**config.mk**
```make
export PLATFORM = sky130hd
export DESIGN_NAME = zinj_bitstream_gen
export DESIGN_NICKNAME = d
export VERILOG_FILES = /design/src/rtl/zinj_pkg.sv /design/src/rtl/zinj_lfsr.sv /design/src/rtl/zinj_len_ctrl.sv /design/src/rtl/zinj_bitstream_gen.sv
export SDC_FILE = /design/constraint.sdc
export NUM_CORES = 1
export LEC_CHECK = 0
export ABC_AREA = 1
export BUFFER_PORTS_ARGS = -buffer_cell sky130_fd_sc_hd__buf_2
export CAP_MARGIN = 40
export CORE_MARGIN = 2
export CORE_UTILIZATION = 30
export DETAILED_ROUTE_END_ITERATION = 8
export SKIP_CTS_REPAIR_TIMING = 1
export SLEW_MARGIN = 20
export SYNTH_ARGS = -nofsm -noshare
export SYNTH_HDL_FRONTEND = slang
export SYNTH_SLANG_ARGS = --single-unit
```
**constraint.sdc**
```tcl
create_clock -name clk -period 1.6 [get_ports clk]
set_input_delay 0.24 -clock clk [delete_from_list [all_inputs] [get_ports clk]]
set_output_delay 0.24 -clock clk [all_outputs]
set_load 0.03 [all_outputs]
```
**src/rtl/zinj_pkg.sv**
```systemverilog
package zinj_pkg;
  localparam int VAL_W     = 4;
  localparam int LEN_SEL_W = 3;
  localparam int MIN_LEN   = 4;
  localparam int LEN_STEP  = 2;

  typedef enum logic {ST_IDLE, ST_RUN} run_e;
endpackage

```
**src/rtl/zinj_lfsr.sv**
```systemverilog
module zinj_lfsr #(
  parameter int W = 4
) (
  input  logic         clk,
  input  logic         rst_n,
  input  logic         load,
  input  logic [W-1:0] seed,
  input  logic         step,
  output logic [W-1:0] state
);
  logic [W-1:0] state_q;
  logic         fb;
  logic [W-1:0] seed_safe;

  generate
    if (W == 3) begin : g_w3
      assign fb = state_q[2] ^ state_q[1];
    end else if (W == 5) begin : g_w5
      assign fb = state_q[4] ^ state_q[2];
    end else begin : g_w4
      assign fb = state_q[3] ^ state_q[2];
    end
  endgenerate

  assign seed_safe = (seed == '0) ? W'(1) : seed;

  always_ff @(posedge clk or negedge rst_n) begin
    if (!rst_n)    state_q <= W'(1);
    else if (load) state_q <= seed_safe;
    else if (step) state_q <= {state_q[W-2:0], fb};
  end

  assign state = state_q;

  AST_LFSR_NONZERO: assert property (@(posedge clk) disable iff (!rst_n)
    state_q != '0);
  AST_LFSR_FROZEN: assert property (@(posedge clk) disable iff (!rst_n)
    (!load && !step) |=> $stable(state_q));
endmodule

```
**src/rtl/zinj_len_ctrl.sv**
```systemverilog
module zinj_len_ctrl
  import zinj_pkg::*;
#(
  parameter int W     = VAL_W,
  parameter int SEL_W = LEN_SEL_W
) (
  input  logic             clk,
  input  logic             rst_n,
  input  logic             start_ok,
  input  logic [SEL_W-1:0] len_sel,
  input  logic             fire,
  output logic             active,
  output logic             first,
  output logic             last
);
  localparam int MAX_LEN = 1 << W;
  localparam int CNT_W   = $clog2(MAX_LEN + 1);
  localparam int MAX_SEL = (MAX_LEN - MIN_LEN) / LEN_STEP;

  run_e             st_q;
  logic [CNT_W-1:0] len_q, len_d, idx_q;

  always_comb begin
    if (int'(len_sel) > MAX_SEL) len_d = CNT_W'(MAX_LEN);
    else                         len_d = CNT_W'(MIN_LEN + LEN_STEP * int'(len_sel));
  end

  always_ff @(posedge clk or negedge rst_n) begin
    if (!rst_n) begin
      st_q  <= ST_IDLE;
      len_q <= CNT_W'(MAX_LEN);
      idx_q <= '0;
    end else if (st_q == ST_IDLE) begin
      if (start_ok) begin
        st_q  <= ST_RUN;
        len_q <= len_d;
        idx_q <= '0;
      end
    end else if (fire) begin
      if (last) st_q <= ST_IDLE;
      idx_q <= idx_q + 1'b1;
    end
  end

  assign active = (st_q == ST_RUN);
  assign first  = (idx_q == '0);
  assign last   = active && (idx_q == len_q - 1'b1);

  AST_IDX_RANGE: assert property (@(posedge clk) disable iff (!rst_n)
    active |-> (idx_q < len_q));
  AST_LEN_STABLE: assert property (@(posedge clk) disable iff (!rst_n)
    (active && $past(active)) |-> $stable(len_q));
endmodule

```
**src/rtl/zinj_bitstream_gen.sv**
```systemverilog
module zinj_bitstream_gen
  import zinj_pkg::*;
#(
  parameter int W     = VAL_W,
  parameter int SEL_W = LEN_SEL_W
) (
  input  logic             clk,
  input  logic             rst_n,
  input  logic             start_i,
  input  logic [W-1:0]     value_i,
  input  logic [W-1:0]     seed_i,
  input  logic [SEL_W-1:0] len_sel_i,
  output logic             bs_valid_o,
  input  logic             bs_ready_i,
  output logic             bs_bit_o,
  output logic             bs_last_o
);
  logic         active, first, last, start_ok, fire;
  logic [W-1:0] value_q, rnd;

  assign start_ok = start_i && !active;
  assign fire     = active && bs_ready_i;

  always_ff @(posedge clk or negedge rst_n) begin
    if (!rst_n)        value_q <= '0;
    else if (start_ok) value_q <= value_i;
  end

  zinj_lfsr #(.W(W)) u_lfsr (
    .clk   (clk),
    .rst_n (rst_n),
    .load  (start_ok),
    .seed  (seed_i),
    .step  (fire && !first),
    .state (rnd)
  );

  zinj_len_ctrl #(.W(W), .SEL_W(SEL_W)) u_len (
    .clk      (clk),
    .rst_n    (rst_n),
    .start_ok (start_ok),
    .len_sel  (len_sel_i),
    .fire     (fire),
    .active   (active),
    .first    (first),
    .last     (last)
  );

  assign bs_valid_o = active;
  assign bs_bit_o   = active && !first && (value_q >= rnd);
  assign bs_last_o  = last;

  AST_FIRST_ZERO: assert property (@(posedge clk) disable iff (!rst_n)
    $rose(bs_valid_o) |-> !bs_bit_o);
  AST_STALL_HOLD: assert property (@(posedge clk) disable iff (!rst_n)
    (bs_valid_o && !bs_ready_i) |=> (bs_valid_o && $stable(bs_bit_o) && $stable(bs_last_o)));
  AST_END_IDLE: assert property (@(posedge clk) disable iff (!rst_n)
    (bs_valid_o && bs_ready_i && bs_last_o) |=> !bs_valid_o);
  AST_STREAM_PERSISTS: assert property (@(posedge clk) disable iff (!rst_n)
    (bs_valid_o && !(bs_ready_i && bs_last_o)) |=> bs_valid_o);
  AST_START_VALID: assert property (@(posedge clk) disable iff (!rst_n)
    (start_i && !bs_valid_o) |=> bs_valid_o);
endmodule

```
# Yosys cells after proc, flatten, opt, wreduce, memory -nomap -nowiden
# Index checks and enable logic that the tools add are counted.
classes:
  n_addsub: 3
  n_shift: 0
  n_div: 0
  magnitude_cmp: 2
  n_bitwise: 2
  multipliers: 0
  n_mux: 11
  n_eq_ne: 2
  n_reduce_logical: 14
op_table:
  columns: ["operator", "count"]
  rows:
  - ["two-way mux 5 bit", 4]
  - ["two-way mux 4 bit", 3]
  - ["logical AND 1 bit", 6]
  - ["adder 3 x 4 -> 5 bit, first input constant", 1]
  - ["adder 5 x 1 -> 5 bit, second input constant", 1]
  - ["equality test 5 bit", 1]
  - ["logical NOT 5 bit", 1]
  - ["subtractor 5 x 1 -> 5 bit, second input constant", 1]
  - [">= comparator 4 bit", 1]
  - ["logical NOT 4 bit", 1]
  - ["two-way mux 1 bit", 4]
  - ["AND reduction 2 bit", 2]
  - ["nonzero test 2 bit", 2]
  - ["greater-than comparator 3 bit, second input constant", 1]
  - ["logical NOT 1 bit", 2]
  - ["inequality test 2 bit, second input constant", 1]
  - ["inverter 1 bit", 1]
  - ["XOR 1 bit", 1]
word_totals:
  ramBits: 0
  out_inout_bits: 3
  reg_bits: 19
  latchBits: 0
  n_memories: 0
  romBits: 0
  input_bits: 15

# Logic depth before layout (Yosys ltp)
depth:
  ltp_word: 6
  ltp_mapped: 10
  mapped_depth_nobuf: 10

# Modules after synthesis
# Synthesis repeated with hierarchy kept, for this count alone.
hier_totals:
  cells_unflattened: 155
  area_unflattened_um2: 1142.3
by_module_without_submodules:
  columns: ["module", "cells_each", "area_each_um2", "seq_area_each_um2", "instances"]
  rows:
  - ["zinj_len_ctrl", 83, 620.6, 251.5, 1]
  - ["zinj_bitstream_gen", 42, 286.5, 100.1, 1]
  - ["zinj_lfsr", 30, 235.2, 101.3, 1]

# Least setup slack after synthesis
# Ideal clock, no wire load.
synth_timing:
  path_type: "register to output"
  start: "register u_len.len_q[1]"
  end: "output port bs_last_o"
  path_slack_ns: 0.036
  t_arrival_ns: 1.324
  stages_incl_launch_ff: 9
  path_buffers: 0
  cell_sequence: "dfrtp_1 inv_1 ha_1 nand2_1 nand2_1 nor2_1 nand2_1 nor2_1 and2_1"
synth_between:
  elab_chain_cells: 3
synth_rtl:
  columns: ["item", "line", "source"]
  rows:
  - ["start: declaration", "zinj_len_ctrl.sv:21", "logic [CNT_W-1:0] len_q, len_d, idx_q;"]
  - ["start signal: assignment", "zinj_len_ctrl.sv:31", "len_q <= CNT_W'(MAX_LEN);"]
  - ["start signal: assignment", "zinj_len_ctrl.sv:36", "len_q <= len_d;"]
  - ["subtractor 5 x 1 -> 5 bit", "zinj_len_ctrl.sv:47", "assign last = active && (idx_q == len_q - 1'b1);"]
  - ["equality test 5 bit", "zinj_len_ctrl.sv:47", null]
  - ["logical AND 1 bit", "zinj_len_ctrl.sv:47", null]
  - ["end: declaration", "zinj_bitstream_gen.sv:16", "output logic bs_last_o"]
# No other way between the ends.

# Final worst setup path
layout_timing:
  start: "register u_lfsr.state_q[1] (netlist: u_lfsr.state[1])"
  end: "output port bs_bit_o"
layout_between:
  elab_chain_cells: 2
layout_rtl:
  columns: ["item", "line", "source"]
  rows:
  - ["start: declaration", "zinj_lfsr.sv:11", "logic [W-1:0] state_q;"]
  - ["start signal: assignment", "zinj_lfsr.sv:29", "else if (load) state_q <= seed_safe;"]
  - ["start signal: assignment", "zinj_lfsr.sv:30", "else if (step) state_q <= {state_q[W-2:0], fb};"]
  - [">= comparator 4 bit", "zinj_bitstream_gen.sv:50", "assign bs_bit_o = active && !first && (value_q >= rnd);"]
  - ["logical AND 1 bit", "zinj_bitstream_gen.sv:50", null]
  - ["end: declaration", "zinj_bitstream_gen.sv:15", "output logic bs_bit_o,"]
# No other way between the ends.

==> impl_metrics.env <==
export IMPL_status="complete, but fails checks"
export IMPL_violations="negative setup slack"
export IMPL_layout_drive_gt1_share_pct=30.0
export IMPL_grt_usage_pct=11.7
export IMPL_setup_violations=2
export IMPL_syn_num_nets=167
export IMPL_wl_um=2180
export IMPL_cts_sinks=18
export IMPL_die_w_um=65.3
export IMPL_postSynthCellCount=144
export IMPL_nNetsFinal=194
export IMPL_yosys_area_top_type="dfrtp_1"
export IMPL_ys_ff_latch=18
export IMPL_die_area_um2=4260
export IMPL_fmax_mhz=563
export IMPL_htreeDepth=1
export IMPL_clockBufferDepth=2
export IMPL_viasPerCell=4.29
export IMPL_final_hold_violation_count=0
export IMPL_nFillCells=403
export IMPL_worstSetupEndpointType="output pin"
export IMPL_setup_tns_ns=-0.349
export IMPL_path_clk_slew_ns=0.07
export IMPL_dpl_hpwl_um=1660
export IMPL_worst_slack_ns=-0.176
export IMPL_powerDensity_nw_per_um2=2020
export IMPL_regArea_um2=453
export IMPL_max_slew_margin_pct=71.9
export IMPL_io_buffers=17
export IMPL_cts_buffers=3
export IMPL_ir_worst_vdd_mv=0.655
export IMPL_ant_nets=0
export IMPL_tritoncts="yes"
export IMPL_final_cells=218
export IMPL_drc=0
export IMPL_core_area_um2=3630
export IMPL_floorplan_initialDensity_pct=31.0
export IMPL_first_global_vias=840
export IMPL_clk_latency_ns=0.26
export IMPL_n_antenna_cell=0
export IMPL_grt_pass1_wl_um=3670
export IMPL_hp_class="in2reg"
export IMPL_drv_slew=0
export IMPL_maxCapViolCount=0
export IMPL_num_io_pins=18
export IMPL_synth_distinct_cells=27
export IMPL_required_ns=1.36
export IMPL_synth_area_top_cells="dfrtp_1 (36%), nand2_1 (12%), ha_1 (8.9%)"
export IMPL_vias=935
export IMPL_wl_per_cell_um=10.0
export IMPL_routabilityCongestion=0.760
export IMPL_synth_warnings=0
export IMPL_rsz0062_at_grt="yes"
export IMPL_arrival_ns=1.54
export IMPL_die_h_um=65.3
export IMPL_synth_area_um2=1130
export IMPL_syn_to_final_growth_pct=25.0
export IMPL_critPathMaxFanout=2
export IMPL_yosysTopAreaCellShare_pct=35.5
export IMPL_period_share_pct=111
export IMPL_multi_input_area_um2=588
export IMPL_postSynthAreaPerCell_um2=7.83
export IMPL_worst_slew_pin_slew_ns=0.422
export IMPL_grt_start_max_net_pins=19
export IMPL_drtIter0Drc=11
export IMPL_start_kind="flop"
export IMPL_cts_root_buf="clkbuf_8"
export IMPL_skew_ns=0.000965
export IMPL_drt_first_pass_iters=4
export IMPL_grt_overflow_total=0
export IMPL_fin_crit_ns=1.78
export IMPL_dp_worst_setup_slack_ns=0.000744
export IMPL_post_place_cells=212
export IMPL_hold_slack_ns=0.177
export IMPL_antenna_found_initial=0
export IMPL_critPathKind="reg2out"
export IMPL_power_leakage_nw=0.726
export IMPL_seq_area_frac_synth_pct=40.2
export IMPL_rows=22
-- layout make-up --
class,instances,share of cell area (%)
well taps,48,4.26
repair buffers,24,10.8
inverters,26,7.10
multi-input cells,98,41.7
flip-flops and latches,18,32.1
clock buffers,4,3.91
-- layer usage --
| layer | vias up | global-route usage [%] | part of all wire (%) |
|---|---|---|---|
| met5 | - | 0 | 0 |
| met4 | 0 | 6.25 | 2.1 |
| met3 | 5 | 3.94 | 4.5 |
| met2 | 16 | 16.8 | 45 |
| met1 | 409 | 15.5 | 48 |
| li1 | 505 | - | - |
-- sequential cells by signal, indices dropped and copies added, names as in the netlist --
| signal | cells |
|---|---|
| u_len.idx_q | 5 |
| u_len.active | 1 |
| u_len.len_q | 4 |
| u_lfsr.state | 4 |
| value_q | 4 |
-- cell usage after synthesis --
| cell type | n |
|---|---|
| a21oi_1 | 6 |
| and2_1 | 1 |
| buf_2 | 1 |
| buf_6 | 1 |
| dfrtp_1 | 16 |
| dfstp_2 | 2 |
| ha_1 | 8 |
| inv_1 | 23 |
| inv_2 | 2 |
| inv_4 | 1 |
| nand2_1 | 36 |
| nand2_2 | 2 |
| nand2_4 | 1 |
| nand3_1 | 9 |
| nand4_1 | 1 |
| nor2_1 | 12 |
| nor2_4 | 2 |
| nor3_2 | 1 |
| o211ai_1 | 2 |
| o21ai_0 | 6 |
| o21ai_1 | 2 |
| o21ai_2 | 4 |
| o21bai_1 | 1 |
| o22ai_1 | 1 |
| o22ai_2 | 1 |
| xnor2_1 | 1 |
| xor2_1 | 1 |
-- final timing paths --
path	from	end	slack [ns]	cells past startpoint
worst max-delay path	u_lfsr.state[1]$_DFFE_PN0P_	bs_bit_o	-0.18	9
worst min-delay path	value_i[2]	value_q[2]$_DFFE_PN0P_	0.18	3
worst max register to register	u_len.len_q[1]$_DFFE_PN0P_	u_len.active$_DFF_PN0_	0.28	10
worst min register to register	value_q[3]$_DFFE_PN0P_	value_q[3]$_DFFE_PN0P_	0.49	2
max in group asynchronous	rst_n	u_len.len_q[4]$_DFFE_PN1P_	0.82	2
min in group asynchronous	rst_n	u_len.len_q[1]$_DFFE_PN0P_	0.45	2
-- worst max-delay path, stage by stage, from the launching register on --
cell,delay (ns)
dfrtp_1,0.37
inv_2,0.06
ha_4,0.27
inv_2,0.03
o21bai_1,0.12
nand3_1,0.09
nand3_1,0.07
nand3_1,0.08
inv_1,0.07
buf_6,0.12
-- per-stage QoR --
stage	power, mW	util [%]	area (um2)
4_1_cts	2.69	37.1	1350
3_5_place_dp	2.30	35.6	1290
5_1_grt	3.14	38.8	1410
2_1_floorplan	1.92	-	1130
3_3_place_gp	2.28	35.6	1290
6_report	2.84	38.8	1410
-- report_power, final --
part / total [mW] / leakage (nW) / internal (mW) / switching, mW
sequential: 0.872 / 0.215 / 0.687 / 0.185
clock: 0.373 / 0.0288 / 0.219 / 0.154
combinational: 1.60 / 0.482 / 0.704 / 0.891
-- cells by family after synthesis --
logic type / synth area share [%]
buf+inv: 10.3
xor+xnor: 1.55
fa+ha+maj: 8.88
simple gates: 26.1
compound gates: 13.0
flops: 40.2
-- cells in the final DEF, fill, tap and decap left out --
| master | Yosys | final |
|---|---|---|
| dlygate4sd3_1 | 0 | 1 |
| buf_6 | 1 | 2 |
| nor2_4 | 2 | 2 |
| ha_1 | 8 | 6 |
| xor2_1 | 1 | 1 |
| inv_2 | 2 | 6 |
| nand2_2 | 2 | 2 |
| dfstp_2 | 2 | 2 |
| a21oi_1 | 6 | 6 |
| inv_1 | 23 | 19 |
| buf_2 | 1 | 15 |
| o22ai_1 | 1 | 1 |
| o21ai_0 | 6 | 6 |
| nand4_1 | 1 | 1 |
| buf_4 | 0 | 6 |
| o211ai_1 | 2 | 2 |
| nand2_4 | 1 | 1 |
| o22ai_2 | 1 | 1 |
| o21ai_2 | 4 | 4 |
| and2_4 | 0 | 1 |
| o21bai_1 | 1 | 1 |
| xnor2_1 | 1 | 1 |
| nor2_1 | 12 | 11 |
| nor2_2 | 0 | 1 |
| nand3_1 | 9 | 9 |
| nor3_2 | 1 | 1 |
| dfrtp_1 | 16 | 16 |
| ha_4 | 0 | 2 |
| o21ai_1 | 2 | 2 |
| inv_4 | 1 | 1 |
| clkbuf_8 | 0 | 4 |
| nand2_1 | 36 | 36 |
(Power assumes the default switching activity.)
